===== src/rtl/strap_cfg_pkg.sv =====
package strap_cfg_pkg;

    localparam int RNG_W = 2;
    localparam int OS_W  = 3;
    localparam int CH_W  = 3;

    typedef enum logic [1:0] {
        IFC_PAR  = 2'b00,
        IFC_SER  = 2'b01,
        IFC_BYTE = 2'b10
    } ifc_e;

    typedef enum logic [1:0] {
        ST_HOLD     = 2'd0,
        ST_ANNOUNCE = 2'd1,
        ST_RUN      = 2'd2
    } cap_state_e;

    // Raw or synchronized pin bundle
    typedef struct packed {
        logic [RNG_W-1:0] rng;
        logic             ser;
        logic             bsel;
        logic             seq_en;
        logic             ref_sel;
        logic             crc_pin;
        logic [OS_W-1:0]  os_pin;
        logic             wb_pin;
        logic             one_wire_pin;
        logic [CH_W-1:0]  chan;
    } strap_t;

    localparam int STRAP_W = $bits(strap_t);

    // Frozen configuration
    typedef struct packed {
        logic            hw;
        ifc_e            ifc;
        logic            seq_en;
        logic            ref_sel;
        logic            crc_en;
        logic            burst_en;
        logic [OS_W-1:0] os;
        logic            one_wire;
    } cfg_t;

    function automatic ifc_e decode_ifc(input logic ser, input logic bsel);
        if (!ser)      return IFC_PAR;
        else if (bsel) return IFC_BYTE;
        else           return IFC_SER;
    endfunction

    function automatic cfg_t build_cfg(input strap_t s);
        cfg_t c;
        logic hw_ser;
        c.hw       = |s.rng;
        c.ifc      = decode_ifc(s.ser, s.bsel);
        hw_ser     = c.hw && (c.ifc == IFC_SER);
        c.seq_en   = c.hw & s.seq_en;
        c.ref_sel  = s.ref_sel;
        c.crc_en   = hw_ser & s.crc_pin;
        c.os       = hw_ser ? s.os_pin : '0;
        c.burst_en = c.hw & s.wb_pin;
        c.one_wire = (c.ifc == IFC_SER) & s.one_wire_pin;
        return c;
    endfunction

    // Write/burst pin acts as a write strobe only in software byte/parallel
    function automatic logic wr_routed(input cfg_t c);
        return !c.hw && (c.ifc != IFC_SER);
    endfunction

endpackage


===== src/rtl/strap_sync.sv =====
module strap_sync #(
    parameter int WIDTH  = 8,
    parameter int STAGES = 2
) (
    input  logic             clk,
    input  logic [WIDTH-1:0] d_i,
    output logic [WIDTH-1:0] q_o
);
    logic [WIDTH-1:0] stage_q [STAGES];

    always_ff @(posedge clk) stage_q[0] <= d_i;

    for (genvar g = 1; g < STAGES; g++) begin : g_stage
        always_ff @(posedge clk) stage_q[g] <= stage_q[g-1];
    end

    assign q_o = stage_q[STAGES-1];
endmodule


===== src/rtl/cfg_capture.sv =====
module cfg_capture
    import strap_cfg_pkg::*;
(
    input  logic clk,
    input  logic rst,
    input  cfg_t cfg_next_i,
    output cfg_t cfg_o,
    output logic capture_o,
    output logic live_o,
    output logic valid_o
);
    cap_state_e state_q;
    cfg_t       cfg_q;

    assign capture_o = (state_q == ST_HOLD) && !rst;

    always_ff @(posedge clk) begin
        if (rst) begin
            state_q <= ST_HOLD;
            cfg_q   <= '0;
        end else begin
            case (state_q)
                ST_HOLD: begin
                    cfg_q   <= cfg_next_i;
                    state_q <= ST_ANNOUNCE;
                end
                ST_ANNOUNCE: state_q <= ST_RUN;
                default:     state_q <= ST_RUN;
            endcase
        end
    end

    assign cfg_o   = cfg_q;
    assign live_o  = (state_q != ST_HOLD);
    assign valid_o = (state_q == ST_ANNOUNCE);

    // configuration never moves once captured
    p_cfg_frozen_r4: assert property (@(posedge clk) disable iff (rst)
        (state_q != ST_HOLD) |=> $stable(cfg_q));

    // announcement lasts a single cycle
    p_valid_once_r7: assert property (@(posedge clk) disable iff (rst)
        valid_o |=> !valid_o);
endmodule


===== src/rtl/range_settle.sv =====
module range_settle
    import strap_cfg_pkg::*;
#(
    parameter int SETTLE_CYCLES = 12000
) (
    input  logic             clk,
    input  logic             rst,
    input  logic             live_i,
    input  logic             hw_i,
    input  logic [RNG_W-1:0] rng_i,
    output logic [RNG_W-1:0] range_o,
    output logic             pending_o
);
    localparam int CNT_W = $clog2(SETTLE_CYCLES + 1);
    localparam logic [CNT_W-1:0] LOAD = CNT_W'(SETTLE_CYCLES);

    logic [RNG_W-1:0] prev_q;
    logic [CNT_W-1:0] cnt_q;
    logic             changed;

    assign changed = live_i && hw_i && (rng_i != prev_q);

    always_ff @(posedge clk) begin
        if (rst) begin
            prev_q <= '0;
            cnt_q  <= '0;
        end else begin
            prev_q <= rng_i;
            if (changed)          cnt_q <= LOAD;
            else if (cnt_q != '0) cnt_q <= cnt_q - 1'b1;
        end
    end

    assign range_o   = hw_i ? rng_i : '0;
    assign pending_o = (cnt_q != '0);

    // a detected change reloads the full interval
    p_settle_load_r11: assert property (@(posedge clk) disable iff (rst)
        changed |=> (cnt_q == LOAD));

    // otherwise the interval counts down by one per cycle
    p_settle_step_r11: assert property (@(posedge clk) disable iff (rst)
        (pending_o && !changed) |=> (cnt_q == $past(cnt_q) - 1'b1));
endmodule


===== src/rtl/pair_select.sv =====
module pair_select
    import strap_cfg_pkg::*;
(
    input  logic            clk,
    input  logic            rst,
    input  logic            capture_i,
    input  logic            live_i,
    input  logic            hw_i,
    input  logic [CH_W-1:0] chan_i,
    input  logic            conv_start_i,
    input  logic            busy_i,
    output logic [CH_W-1:0] pair_o
);
    logic            conv_q, busy_q, window_q;
    logic [CH_W-1:0] pair_q;
    logic            conv_rise, busy_fall, reload;

    assign conv_rise = conv_start_i & ~conv_q;
    assign busy_fall = busy_q & ~busy_i;
    assign reload    = live_i && hw_i && window_q && busy_fall;

    always_ff @(posedge clk) begin
        if (rst) begin
            conv_q   <= 1'b0;
            busy_q   <= 1'b0;
            window_q <= 1'b0;
            pair_q   <= '0;
        end else begin
            conv_q <= conv_start_i;
            busy_q <= busy_i;
            if (capture_i) begin
                pair_q <= chan_i;
            end else if (reload) begin
                pair_q   <= chan_i;
                window_q <= 1'b0;
            end else if (live_i && hw_i && conv_rise) begin
                window_q <= 1'b1;
            end
        end
    end

    assign pair_o = pair_q;

    // the pair only moves at a window close
    p_pair_hold_r9: assert property (@(posedge clk) disable iff (rst)
        (live_i && !reload) |=> $stable(pair_q));

    // software mode never opens a window
    p_sw_no_window_r9: assert property (@(posedge clk) disable iff (rst)
        (live_i && !hw_i) |-> !window_q);
endmodule


===== src/rtl/strap_cfg_ctrl.sv =====
module strap_cfg_ctrl
    import strap_cfg_pkg::*;
#(
    parameter int CLK_HZ      = 100_000_000,
    parameter int SETTLE_US   = 120,
    parameter int SYNC_STAGES = 2
) (
    input  logic       clk,
    input  logic       rst,
    input  logic [1:0] rng_sel_i,
    input  logic       ifc_ser_i,
    input  logic       ifc_bsel_i,
    input  logic       seq_en_i,
    input  logic       ref_sel_i,
    input  logic       crc_pin_i,
    input  logic [2:0] os_pin_i,
    input  logic       wr_burst_i,
    input  logic       one_wire_pin_i,
    input  logic [2:0] chan_sel_i,
    input  logic       conv_start_i,
    input  logic       busy_i,
    output logic       cfg_valid_o,
    output logic       hw_mode_o,
    output logic [1:0] ifc_mode_o,
    output logic       seq_en_o,
    output logic       ref_sel_o,
    output logic       crc_en_o,
    output logic       burst_en_o,
    output logic [2:0] os_ratio_o,
    output logic       one_wire_o,
    output logic       wr_strobe_o,
    output logic [1:0] range_o,
    output logic [2:0] next_pair_o,
    output logic       settle_pending_o
);
    localparam int SETTLE_CYCLES = (CLK_HZ / 1000) * SETTLE_US / 1000;

    strap_t pins_raw, pins_s;
    cfg_t   cfg_next, cfg;
    logic   capture, live;

    assign pins_raw = '{rng: rng_sel_i, ser: ifc_ser_i, bsel: ifc_bsel_i,
                        seq_en: seq_en_i, ref_sel: ref_sel_i, crc_pin: crc_pin_i,
                        os_pin: os_pin_i, wb_pin: wr_burst_i,
                        one_wire_pin: one_wire_pin_i, chan: chan_sel_i};

    strap_sync #(.WIDTH(STRAP_W), .STAGES(SYNC_STAGES)) u_sync (
        .clk (clk),
        .d_i (pins_raw),
        .q_o (pins_s)
    );

    assign cfg_next = build_cfg(pins_s);

    cfg_capture u_cap (
        .clk        (clk),
        .rst        (rst),
        .cfg_next_i (cfg_next),
        .cfg_o      (cfg),
        .capture_o  (capture),
        .live_o     (live),
        .valid_o    (cfg_valid_o)
    );

    range_settle #(.SETTLE_CYCLES(SETTLE_CYCLES)) u_rng (
        .clk       (clk),
        .rst       (rst),
        .live_i    (live),
        .hw_i      (cfg.hw),
        .rng_i     (pins_s.rng),
        .range_o   (range_o),
        .pending_o (settle_pending_o)
    );

    pair_select u_pair (
        .clk          (clk),
        .rst          (rst),
        .capture_i    (capture),
        .live_i       (live),
        .hw_i         (cfg.hw),
        .chan_i       (pins_s.chan),
        .conv_start_i (conv_start_i),
        .busy_i       (busy_i),
        .pair_o       (next_pair_o)
    );

    assign hw_mode_o   = cfg.hw;
    assign ifc_mode_o  = cfg.ifc;
    assign seq_en_o    = cfg.seq_en;
    assign ref_sel_o   = cfg.ref_sel;
    assign crc_en_o    = cfg.crc_en;
    assign burst_en_o  = cfg.burst_en;
    assign os_ratio_o  = cfg.os;
    assign one_wire_o  = cfg.one_wire;
    assign wr_strobe_o = live && wr_routed(cfg) && pins_s.wb_pin;

    // software mode has no live range and no settling
    p_sw_quiet_r10: assert property (@(posedge clk) disable iff (rst)
        !hw_mode_o |-> (!settle_pending_o && range_o == 2'b00));
endmodule


===== config.mk =====
export PLATFORM = sky130hd
export DESIGN_NAME = strap_cfg_ctrl
export DESIGN_NICKNAME = d
export VERILOG_FILES = /design/src/rtl/strap_cfg_pkg.sv /design/src/rtl/strap_sync.sv /design/src/rtl/cfg_capture.sv /design/src/rtl/range_settle.sv /design/src/rtl/pair_select.sv /design/src/rtl/strap_cfg_ctrl.sv
export SDC_FILE = /design/constraint.sdc
export NUM_CORES = 1
export LEC_CHECK = 0
export BUFFER_PORTS_ARGS = -buffer_cell sky130_fd_sc_hd__buf_2
export CAP_MARGIN = 20
export CORE_MARGIN = 5
export CORE_UTILIZATION = 43
export DETAILED_ROUTE_END_ITERATION = 7
export GPL_TIMING_DRIVEN = 0
export HOLD_SLACK_MARGIN = 0.05
export REMOVE_ABC_BUFFERS = 1
export SETUP_SLACK_MARGIN = 0.15
export SYNTH_ARGS = -nofsm -noshare
export SYNTH_HDL_FRONTEND = slang
export SYNTH_HIERARCHICAL = 1
export SYNTH_SLANG_ARGS = --single-unit

===== constraint.sdc =====
create_clock -name clk -period 4 [get_ports clk]
set_clock_uncertainty 0.2 [all_clocks]
set_input_delay 0 -clock clk [delete_from_list [all_inputs] [get_ports clk]]
set_output_delay 0 -clock clk [all_outputs]
set_load 0.005 [all_outputs]

==> impl_results.md <==
* Outcome: finished, final reports clean
* Worst slack, placed at 1.70 ns
* Final GP Congestion at 0.761
* Primary FF master, synth: dfxtp_1
* Worst Reg2Reg Path Length in Cells at 4
* Chip height at 85.8 µm
* Max_slew headroom at 0.354
* Part of the cycle the worst path needs at 0.620
* Crit-path max FO at 8
* Synth cell types at 51
* WHS Endpoint: u_sync/stage_q[0][6]
* Required @ worst endpoint at 3.80 ns
* Die area at 7360 µm²
* Commonest cells post-synth: dfxtp_1, a21oi_1, buf_4, o21ai_0
* Mapped Area at 2470 µm²
* Max Cap Violations at 0
* CP Class: reg2out
* WP depth at 3
* Post-synthesis async set-or-reset flop share at 0
* Final setup margin at 1.52 ns
* RSZ-0062 raised after global routing: false
* Critical path's slowest cell: nor4_1
* CP Cell Sequence: nor4_1 -> nand4_1 -> buf_2
* DRC viols at 0
* Number of global-route vias before repair at 1673
* Worst setup SP type: flip-flop
* Setup-failing EPs final at 0
* Ports at 38
* Port bufs at 37
* Layout Nets at 301
* Drt first pass iters at 4
* CTS buffer count at 9
* Clock Sinks at 65
* Hold path depth at 2
* Seq/Total Area, Yosys at 0.527
* Post-layout min period at 2.48 ns
* Lkg Pwr at 1.21 nW
* Share of cells above drive strength 1 at 0.238
* Avg Inst Size Synth at 10.3 µm²
* RR Startpoint: u_rng/cnt_q[8]
* DR WL/cell at 12.4 µm
* Row count at 27
* Gr usage total at 0.132
* Delay-heaviest family, CP: simple AND/OR/NAND/NOR gates
* Post-synth EDFFs at 0
* Pwr per Cell Area at 615 nW/µm²
* CTS tree: built
* Largest net degree at the start of global routing at 40
* R2R Setup Slk at 1.67 ns
* Slew of the pin with the lowest slew margin at 0.960 ns
* Resized Gates After CTS at 0
* Iteration-0 DRC Markers at 103
* WP buf/inv at 1
* Hold wc startpoint: os_pin_i[1]
* Synth area leaders: dfxtp_1, buf_4, a21oi_1, or3b_1, o21ai_0
* FF-to-FF End: u_rng/cnt_q[0]
* Dpl hpwl at 2.78 mm
* CTS Root Buffer Type: clkbuf_8
* Initial antenna violation count at 0
* Vias at 1794
* Largest area contributor in the netlist: dfxtp_1
* First-pass GRT wire length at 7.58 mm
* Starting Density at 0.446
* Area Overhead vs Synth at 20.2%
* Max Buffers Root-to-Sink at 2
* Slew Limit Fails at 0
* Hold WC Path Type: in2reg
* Routed wire length at 4.45 mm
* Fmax at 403 MHz
* Synthesized instance count at 239
* Chip width at 85.8 µm
* Vias per cell at 5.01
* VDD IR max at 0.296 mV
* Final TNS setup at 0 ns
* Share of Yosys cell area claimed by the top area cell type at 0.527
* Crit end category: output port
* Clock slew seen by the registers of the worst setup and hold paths at 0.07 ns
* Post-DRT Antenna Nets at 0
* CP max stage delay at 0.85 ns
* Core Footprint at 5540 µm²
* H-tree Lvls at 3
* Yosys warning total at 6
* Hold Fails Final Rpt at 0
* Clock Latency Late Sink at 0.33 ns
* Yosys reg bits at 65
* Top-count cell post-synth: dfxtp_1
* Endpoint arrival time on the critical path at 2.28 ns
* Number of diodes at 0
* Total congestion overflow at 0
[worst max path at each step]
stage	from	to	slack [ns]
6_report	u_rng/cnt_q[8]	settle_pending_o	1.52
5_1_grt	u_rng/cnt_q[8]	settle_pending_o	1.34
4_1_cts	u_rng/cnt_q[8]	settle_pending_o	1.51
3_5_place_dp	u_rng/cnt_q[8]	u_rng/cnt_q[2]	1.70
3_3_place_gp	u_rng/cnt_q[8]	u_rng/cnt_q[0]	1.71
2_1_floorplan	u_rng/cnt_q[0]	u_rng/cnt_q[13]	1.94
[per-layer routing]
metal	global-route usage	up-vias	wire (µm)
met4	0.0475	0	31
met3	0.0615	5	255
li1	-	923	-
met5	0	-	0
met1	0.164	827	2150
met2	0.200	39	2020
[metrics by stage]
| step | hold WS [ns] | util | area (µm²) | std cells | total power [W] |
|---|---|---|---|---|---|
| after floorplan | -0.172 | - | 2290 | 213 | 0.00115 |
| after global placement | -0.0980 | 0.463 | 2560 | 322 | 0.00126 |
| after detailed placement | -0.0964 | 0.463 | 2560 | 322 | 0.00127 |
| after CTS | 0.0715 | 0.536 | 2970 | 358 | 0.00185 |
| after global routing | 0.0819 | 0.536 | 2970 | 358 | 0.00195 |
| final | 0.0942 | 0.536 | 2970 | 358 | 0.00183 |
[cells in the final DEF (no fill, tap or decap), types with 3 or more instances in the layout]
master,count
or3b_1,10
nand2b_2,3
inv_1,7
nor3_1,3
nand2_1,4
nand4b_1,3
clkbuf_8,10
o31ai_1,3
nor2b_1,10
a31oi_1,7
nor2_1,10
o31a_1,3
dlygate4sd3_1,20
nand3b_1,3
o311ai_1,3
dfxtp_1,65
buf_2,37
or3_1,3
o21ai_0,13
nor4_1,5
nor3b_2,4
a21oi_1,18
[cell type report]
type | count | area [µm²]
flip-flops and latches | 65 | 1300
inverters | 7 | 26.3
clock buffers | 10 | 138
fillers | 524 | 2570
clock inverters | 6 | 67.6
repair buffers | 57 | 385
multi-input cells | 141 | 962
well taps | 72 | 90.1
[power breakdown]
part / total (W) / internal, W / switching [W] / leakage, nW
clock: 0.000551 / 0.000305 / 0.000246 / 0.0985
sequential: 0.000823 / 0.000734 / 0.0000894 / 0.541
combinational: 0.000454 / 0.000217 / 0.000237 / 0.573
total: 0.00183 / 0.00126 / 0.000572 / 1.21
[cell families after synthesis]
kind of cell	after synthesis	synth area share
xor gates and xnor gates	3	0.0106
muxes	1	0.00405
buffers and inverters	33	0.0841
and+or+nand+nor	79	0.228
adders and majority gates	1	0.00506
DFF	65	0.527
AOI/OAI and AO/OA	57	0.142
[worst register-to-register path, cell delays in order, from the launching register on]
cell and delay, ns:
dfxtp_1 0.36, nor4_1 0.85, nand4_1 0.47, xnor2_1 0.28, nor2_1 0.05
[repair_timing]
| item | 4_1_cts | 5_1_grt |
|---|---|---|
| hold buffers | 20 | 0 |
| setup buffers | 0 | 0 |
| endpoints found under the hold margin | 43 | 0 |
[flip-flops by register name (all words and copies together), names as in the netlist]
name             cells
u_pair/pair_o        3
u_pair/window_q      1
u_rng/prev_q         2
u_rng/cnt_q         14
u_pair/busy_q        1
u_cap/state_q        2
u_sync/stage_q      30
u_pair/conv_q        1
u_cap/cfg_o         11
(Power assumes the default switching activity.)
